### config.mk
export PLATFORM = sky130hd
export DESIGN_NAME = ptlb
export DESIGN_NICKNAME = d
export VERILOG_FILES = /design/src/rtl/ptlb.sv
export SDC_FILE = /design/constraint.sdc
export NUM_CORES = 1
export LEC_CHECK = 0
export BUFFER_PORTS_ARGS = -buffer_cell sky130_fd_sc_hd__buf_2
export CORE_MARGIN = 2
export CORE_UTILIZATION = 50
export CTS_CLUSTER_SIZE = 25
export DETAILED_ROUTE_END_ITERATION = 10
export PLACE_DENSITY = 0.68
export SLEW_MARGIN = 10
export SYNTH_ARGS = -nofsm -noshare
export SYNTH_HDL_FRONTEND = slang
export SYNTH_SLANG_ARGS = --single-unit
### constraint.sdc
create_clock -name clk -period 6.35 [get_ports clk]
set_input_delay 1.27 -clock clk [delete_from_list [all_inputs] [get_ports clk]]
set_output_delay 1.27 -clock clk [all_outputs]
set_load 0.1 [all_outputs]
### src/rtl/ptlb.sv
module ptlb #(
  parameter int ENTRIES   = 8,
  parameter int PID_W     = 4,
  parameter int VA_W      = 32,
  parameter int PAGE_BITS = 12,
  parameter int PFN_W     = 20,
  parameter int SP_BITS   = 10
) (
  input  logic                       clk,
  input  logic                       rst_n,
  input  logic                       lk_req,
  input  logic [PID_W-1:0]           lk_pid,
  input  logic [VA_W-1:0]            lk_va,
  input  logic                       lk_wr,
  output logic                       res_valid,
  output logic                       res_hit,
  output logic                       res_miss,
  output logic                       res_fault,
  output logic [PFN_W+PAGE_BITS-1:0] res_pa,
  output logic                       res_dirty,
  input  logic                       fill_en,
  input  logic [PID_W-1:0]           fill_pid,
  input  logic [VA_W-PAGE_BITS-1:0]  fill_vpn,
  input  logic [PFN_W-1:0]           fill_pfn,
  input  logic                       fill_writable,
  input  logic                       fill_dirty,
  input  logic                       fill_super,
  input  logic                       purge_en,
  input  logic [PID_W-1:0]           purge_pid,
  input  logic [VA_W-PAGE_BITS-1:0]  purge_vpn,
  input  logic                       purge_all
);
  localparam int VPN_W = VA_W - PAGE_BITS;
  localparam int PA_W  = PFN_W + PAGE_BITS;
  localparam int IDX_W = (ENTRIES > 1) ? $clog2(ENTRIES) : 1;

  logic [ENTRIES-1:0] vld, wrt, drt, sup;
  logic [PID_W-1:0]   pid_q [ENTRIES];
  logic [VPN_W-1:0]   vpn_q [ENTRIES];
  logic [PFN_W-1:0]   pfn_q [ENTRIES];
  logic [IDX_W-1:0]   rr;

  logic [VPN_W-1:0]   lk_vpn;
  logic [ENTRIES-1:0] sm, bm, pm;
  logic [IDX_W-1:0]   sel, vic;
  logic               found, use_rr;

  assign lk_vpn = lk_va[VA_W-1:PAGE_BITS];

  for (genvar g = 0; g < ENTRIES; g++) begin : g_ent
    logic up_lk, up_pg;
    assign up_lk = vpn_q[g][VPN_W-1:SP_BITS] == lk_vpn[VPN_W-1:SP_BITS];
    assign up_pg = vpn_q[g][VPN_W-1:SP_BITS] == purge_vpn[VPN_W-1:SP_BITS];
    assign sm[g] = vld[g] && pid_q[g] == lk_pid && !sup[g] && vpn_q[g] == lk_vpn;
    assign bm[g] = vld[g] && pid_q[g] == lk_pid && sup[g] && up_lk;
    assign pm[g] = vld[g] && pid_q[g] == purge_pid &&
                   (sup[g] ? up_pg : vpn_q[g] == purge_vpn);
  end

  always_comb begin
    sel   = '0;
    found = 1'b0;
    for (int i = ENTRIES - 1; i >= 0; i--)
      if (bm[i]) begin sel = IDX_W'(i); found = 1'b1; end
    for (int i = ENTRIES - 1; i >= 0; i--)
      if (sm[i]) begin sel = IDX_W'(i); found = 1'b1; end
  end

  always_comb begin
    vic    = rr;
    use_rr = 1'b1;
    for (int i = ENTRIES - 1; i >= 0; i--)
      if (!vld[i]) begin vic = IDX_W'(i); use_rr = 1'b0; end
  end

  logic [PFN_W-1:0] pfn_s;
  logic [PA_W-1:0]  pa_c;
  logic             deny, grant;
  assign pfn_s = pfn_q[sel];
  assign pa_c  = sup[sel] ? {pfn_s[PFN_W-1:SP_BITS], lk_vpn[SP_BITS-1:0], lk_va[PAGE_BITS-1:0]}
                          : {pfn_s, lk_va[PAGE_BITS-1:0]};
  assign deny  = lk_req && found && lk_wr && !wrt[sel];
  assign grant = lk_req && found && !deny;

  always_ff @(posedge clk) begin
    if (!rst_n) begin
      vld       <= '0;
      rr        <= '0;
      res_valid <= 1'b0;
      res_hit   <= 1'b0;
      res_miss  <= 1'b0;
      res_fault <= 1'b0;
      res_pa    <= '0;
      res_dirty <= 1'b0;
    end else begin
      res_valid <= lk_req;
      res_hit   <= grant;
      res_miss  <= lk_req && !found;
      res_fault <= deny;
      res_pa    <= grant ? pa_c : '0;
      res_dirty <= grant ? drt[sel] : 1'b0;
      if (purge_en) vld <= vld & ~pm;
      if (fill_en) begin
        vld[vic] <= 1'b1;
        if (use_rr) rr <= (rr == IDX_W'(ENTRIES - 1)) ? '0 : rr + 1'b1;
      end
      if (purge_all) vld <= '0;
    end
  end

  always_ff @(posedge clk) begin
    if (grant && lk_wr) drt[sel] <= 1'b1;
    if (fill_en) begin
      pid_q[vic] <= fill_pid;
      vpn_q[vic] <= fill_vpn;
      pfn_q[vic] <= fill_pfn;
      wrt[vic]   <= fill_writable;
      drt[vic]   <= fill_dirty;
      sup[vic]   <= fill_super;
    end
  end


  one_outcome_chk: assert property (@(posedge clk) disable iff (!rst_n)
    res_valid |-> $countones({res_hit, res_miss, res_fault}) == 1);

  latency_chk: assert property (@(posedge clk) disable iff (!rst_n)
    lk_req |=> res_valid);

  flush_chk: assert property (@(posedge clk) disable iff (!rst_n)
    purge_all |=> vld == '0);

  fault_store_chk: assert property (@(posedge clk) disable iff (!rst_n)
    res_fault |-> $past(lk_wr));

  dirty_set_chk: assert property (@(posedge clk) disable iff (!rst_n)
    (grant && lk_wr && !fill_en) |=> drt[$past(sel)]);

  miss_clean_chk: assert property (@(posedge clk) disable iff (!rst_n)
    res_miss |-> (res_pa == '0 && !res_dirty));
endmodule

==> flow_metrics.env <==
export IMPL_worstReg2RegEnd="res_pa[13]"
export IMPL_final_cell_mix="edfxtp_1 (368), xnor2_1 (290), buf_2 (150), xor2_1 (91), nand4_1 (82)"
export IMPL_clock_sinks=424
export IMPL_crit_required_ps=6780
export IMPL_post_cts_resized=0
export IMPL_clock_path_buffers=3
export IMPL_grt_busiest_layer="met2"
export IMPL_synth_xor_area_share=0.1699
export IMPL_die_h_um=202.2
export IMPL_clkSlewWorstSetupHoldPaths_ps=60
export IMPL_gr_usage_met2=0.4486
export IMPL_hold_violations=0
export IMPL_synth_compound_area_frac=0.06830
export IMPL_max_slew_margin=0.1801
export IMPL_first_global_vias=13139
export IMPL_min_path_type="reg -> reg"
export IMPL_timing_rr_start="vpn_q[2][19]"
export IMPL_yosys_warnings=0
export IMPL_synth_area_per_cell_um2=13.30
export IMPL_fin_nets=1735
export IMPL_ff_latch_area_mm2=0.01217
export IMPL_synth_top_family_by_area="XOR/XNOR gates"
export IMPL_powerDensity_mw_per_mm2=275.2
export IMPL_synth_cells=1476
export IMPL_use_met1=0.4279
export IMPL_yosys_area_top_type="edfxtp_1"
export IMPL_fp_dieW_um=202.2
export IMPL_ys_seq_area_frac=0.6198
export IMPL_multiInputGateArea_mm2=0.007087
export IMPL_grtUsageTotal=0.2936
export IMPL_core_mm2=0.03874
export IMPL_min_from="drt[0]"
export IMPL_htree_levels=2
export IMPL_wire_per_inst_um=27.36
export IMPL_final_cells=2176
export IMPL_routed_wl_um=59550
export IMPL_clock_skew_ps=21.48
export IMPL_post_route_drc_count=0
export IMPL_drt_initial_drc_count=1488
export IMPL_fin_setup_tns_ps=0
export IMPL_max_freq_ghz=0.2017
export IMPL_placed_cells=2090
export IMPL_post_cts_setup_buffers=0
export IMPL_synth_edf_count=368
export IMPL_r2r_setup_slack_ps=1820
export IMPL_numCtsBuffers=45
export IMPL_status="finished, final reports clean"
export IMPL_path_class="in -> reg"
export IMPL_io_buffers=150
export IMPL_hold_depth=2
export IMPL_grt_overflow_total=0
export IMPL_synthMuxAreaShare=0.01542
export IMPL_cts_tree="built"
export IMPL_worst_pin_slew_ps=1230
export IMPL_syn_area_mm2=0.01964
export IMPL_worstPathArrival_ps=5390
export IMPL_fillers=3176
export IMPL_synth_simple_area_share=0.1023
export IMPL_via_per_inst=6.085
export IMPL_num_rows=72
export IMPL_synth_ff_type="edfxtp_1"
export IMPL_dp_hpwl_um=42100
export IMPL_pin_count=151
export IMPL_ctsHoldBuffers=0
export IMPL_ir_drop_mv=0.2213
export IMPL_grt_max_degree=35
export IMPL_ys_seq_elements=424
export IMPL_clock_latency_ps=600
export IMPL_start_kind="input port"
export IMPL_timing_final_crit_share=0.7806
export IMPL_num_vias=13240
export IMPL_hold_path_end="res_dirty"
export IMPL_layout_min_cycle_time_ps=4957
export IMPL_drv_cap=0
export IMPL_drive_gt1_frac=0.1763
export IMPL_ys_types=78
export IMPL_slew_violations=0
export IMPL_synth_top_cell_area_share=0.5627
export IMPL_final_common_cell="edfxtp_1"
export IMPL_worstPathMaxFanout=34
export IMPL_syn_to_final_growth_pct=14.43
export IMPL_rr_worst_depth=11
export IMPL_dieArea_mm2=0.04088
export IMPL_setup_viol=0
export IMPL_antenna_found_initial=5
export IMPL_grt_use_met3=0.05256
export IMPL_gp_congestion=0.9960
export IMPL_start_util=0.5069
export IMPL_synth_area_leaders="edfxtp_1 (56%), xnor2_1 (13%), dfxtp_1 (5.7%), xor2_1 (4.1%), nand4_1 (2.6%)"
export IMPL_cts_root_buf="clkbuf_16"
export IMPL_ant_nets=0
export IMPL_synth_fp_nets=1592
export IMPL_firstDrtPassIters=7
export IMPL_fin_util=0.5801
export IMPL_p_leak_nw=7.465
export IMPL_ys_async_sr_fraction=0
export IMPL_rsz0062_at_grt="no"
export IMPL_synth_adder_area_share=0.001274
export IMPL_end_kind="flop"
export IMPL_grt_pass1_wl_um=87200
## worst max-delay path by stage
stage | startpoint | end | slack, ps | depth (start not counted)
finish | lk_va[23] | res_pa[31] | 1390 | 13
global placement | lk_va[23] | res_pa[21] | 940 | 13
detailed placement | lk_va[23] | res_pa[21] | 820 | 13
CTS | lk_va[23] | res_pa[31] | 1440 | 13
global route | lk_va[23] | res_pa[0] | 1100 | 13
floorplan | lk_va[25] | res_pa[27] | 2000 | 14
## kinds of logic after synthesis
group,count (synthesis)
simple gates,366
fa+ha+maj,2
xor+xnor,381
mux,30
buf+inv,101
flops,424
compound gates,172
## state kept, by name, indices dropped and copies added (netlist names)
| signal | flops |
|---|---|
| pfn_q | 160 |
| vpn_q | 160 |
| pid_q | 32 |
| res_pa | 32 |
| drt | 8 |
| sup | 8 |
| vld | 8 |
| wrt | 8 |
| rr | 3 |
| res_dirty | 1 |
| res_fault | 1 |
| res_hit | 1 |
| res_miss | 1 |
| res_valid | 1 |
## Yosys cell counts, types with 3 or more instances
library cell,n
a211oi_1,7
inv_1,23
inv_2,3
dfxtp_1,56
xor2_1,91
o21ai_1,7
nand4_1,82
nor2_1,45
o211ai_1,6
and3_1,6
a22oi_1,13
o21ai_0,22
nand2_1,68
clkbuf_1,37
a222oi_1,21
buf_4,10
or2_2,6
nor4_1,41
a311oi_1,6
nand3_1,40
mux2i_1,28
and2_1,8
nor4_2,6
o31ai_1,5
buf_2,22
edfxtp_1,368
a311oi_2,5
or4_1,7
a21o_1,4
or2_1,10
nor2b_1,4
a21oi_1,23
buf_1,5
o211a_1,3
nor3_1,27
a221oi_1,6
a31oi_1,11
and4_1,6
xnor2_1,290
## stage by stage
| stage | power, mW | hold slack, ps | area, um2 | setup slack, ps |
|---|---|---|---|---|
| after floorplan | 3.360 | 440.2 | 19640 | 2003 |
| after global placement | 3.515 | 455.8 | 20910 | 936.0 |
| after detailed placement | 3.517 | 462.5 | 20910 | 822.2 |
| after CTS | 6.208 | 476.3 | 22470 | 1443 |
| after global routing | 6.341 | 497.1 | 22470 | 1100 |
| final | 6.183 | 474.0 | 22470 | 1393 |
## worst max-delay path: stages
cell     delay (ps)
buf_2           190
xnor2_1         330
nand2_1         180
nor4_2          640
and3_1          440
or2_1           240
nor3_1           80
buf_4           160
a31o_2          360
a32o_1          240
nor3_1          270
a311o_2         870
a31oi_1         100
## area by class of cell
| type | count | share of cell area |
|---|---|---|
| Tap cell | 518 | 0.02884 |
| Multi-Input combinational cell | 951 | 0.3154 |
| Antenna cell | 2 | 0.0002227 |
| Clock inverter | 20 | 0.01091 |
| Inverter | 26 | 0.004343 |
| Timing Repair Buffer | 171 | 0.04042 |
| Sequential cell | 424 | 0.5416 |
| Clock buffer | 64 | 0.05824 |
## metal layers
layer | vias to the layer above | routed length, um | share of wire
li1 | 5808 | - | -
met1 | 6656 | 25810 | 0.43
met2 | 666 | 27050 | 0.45
met3 | 104 | 5112 | 0.086
met4 | 6 | 1530 | 0.026
met5 | - | 40 | 0.00067
## where the power goes
group	internal [mW]	leakage (nW)	switching, mW	total (mW)
clock	1.61	0.763	1.10	2.72
combinational	0.132	2.91	0.258	0.390
sequential	3.06	3.80	0.0189	3.08
Power figures use the tool's default switching activity.
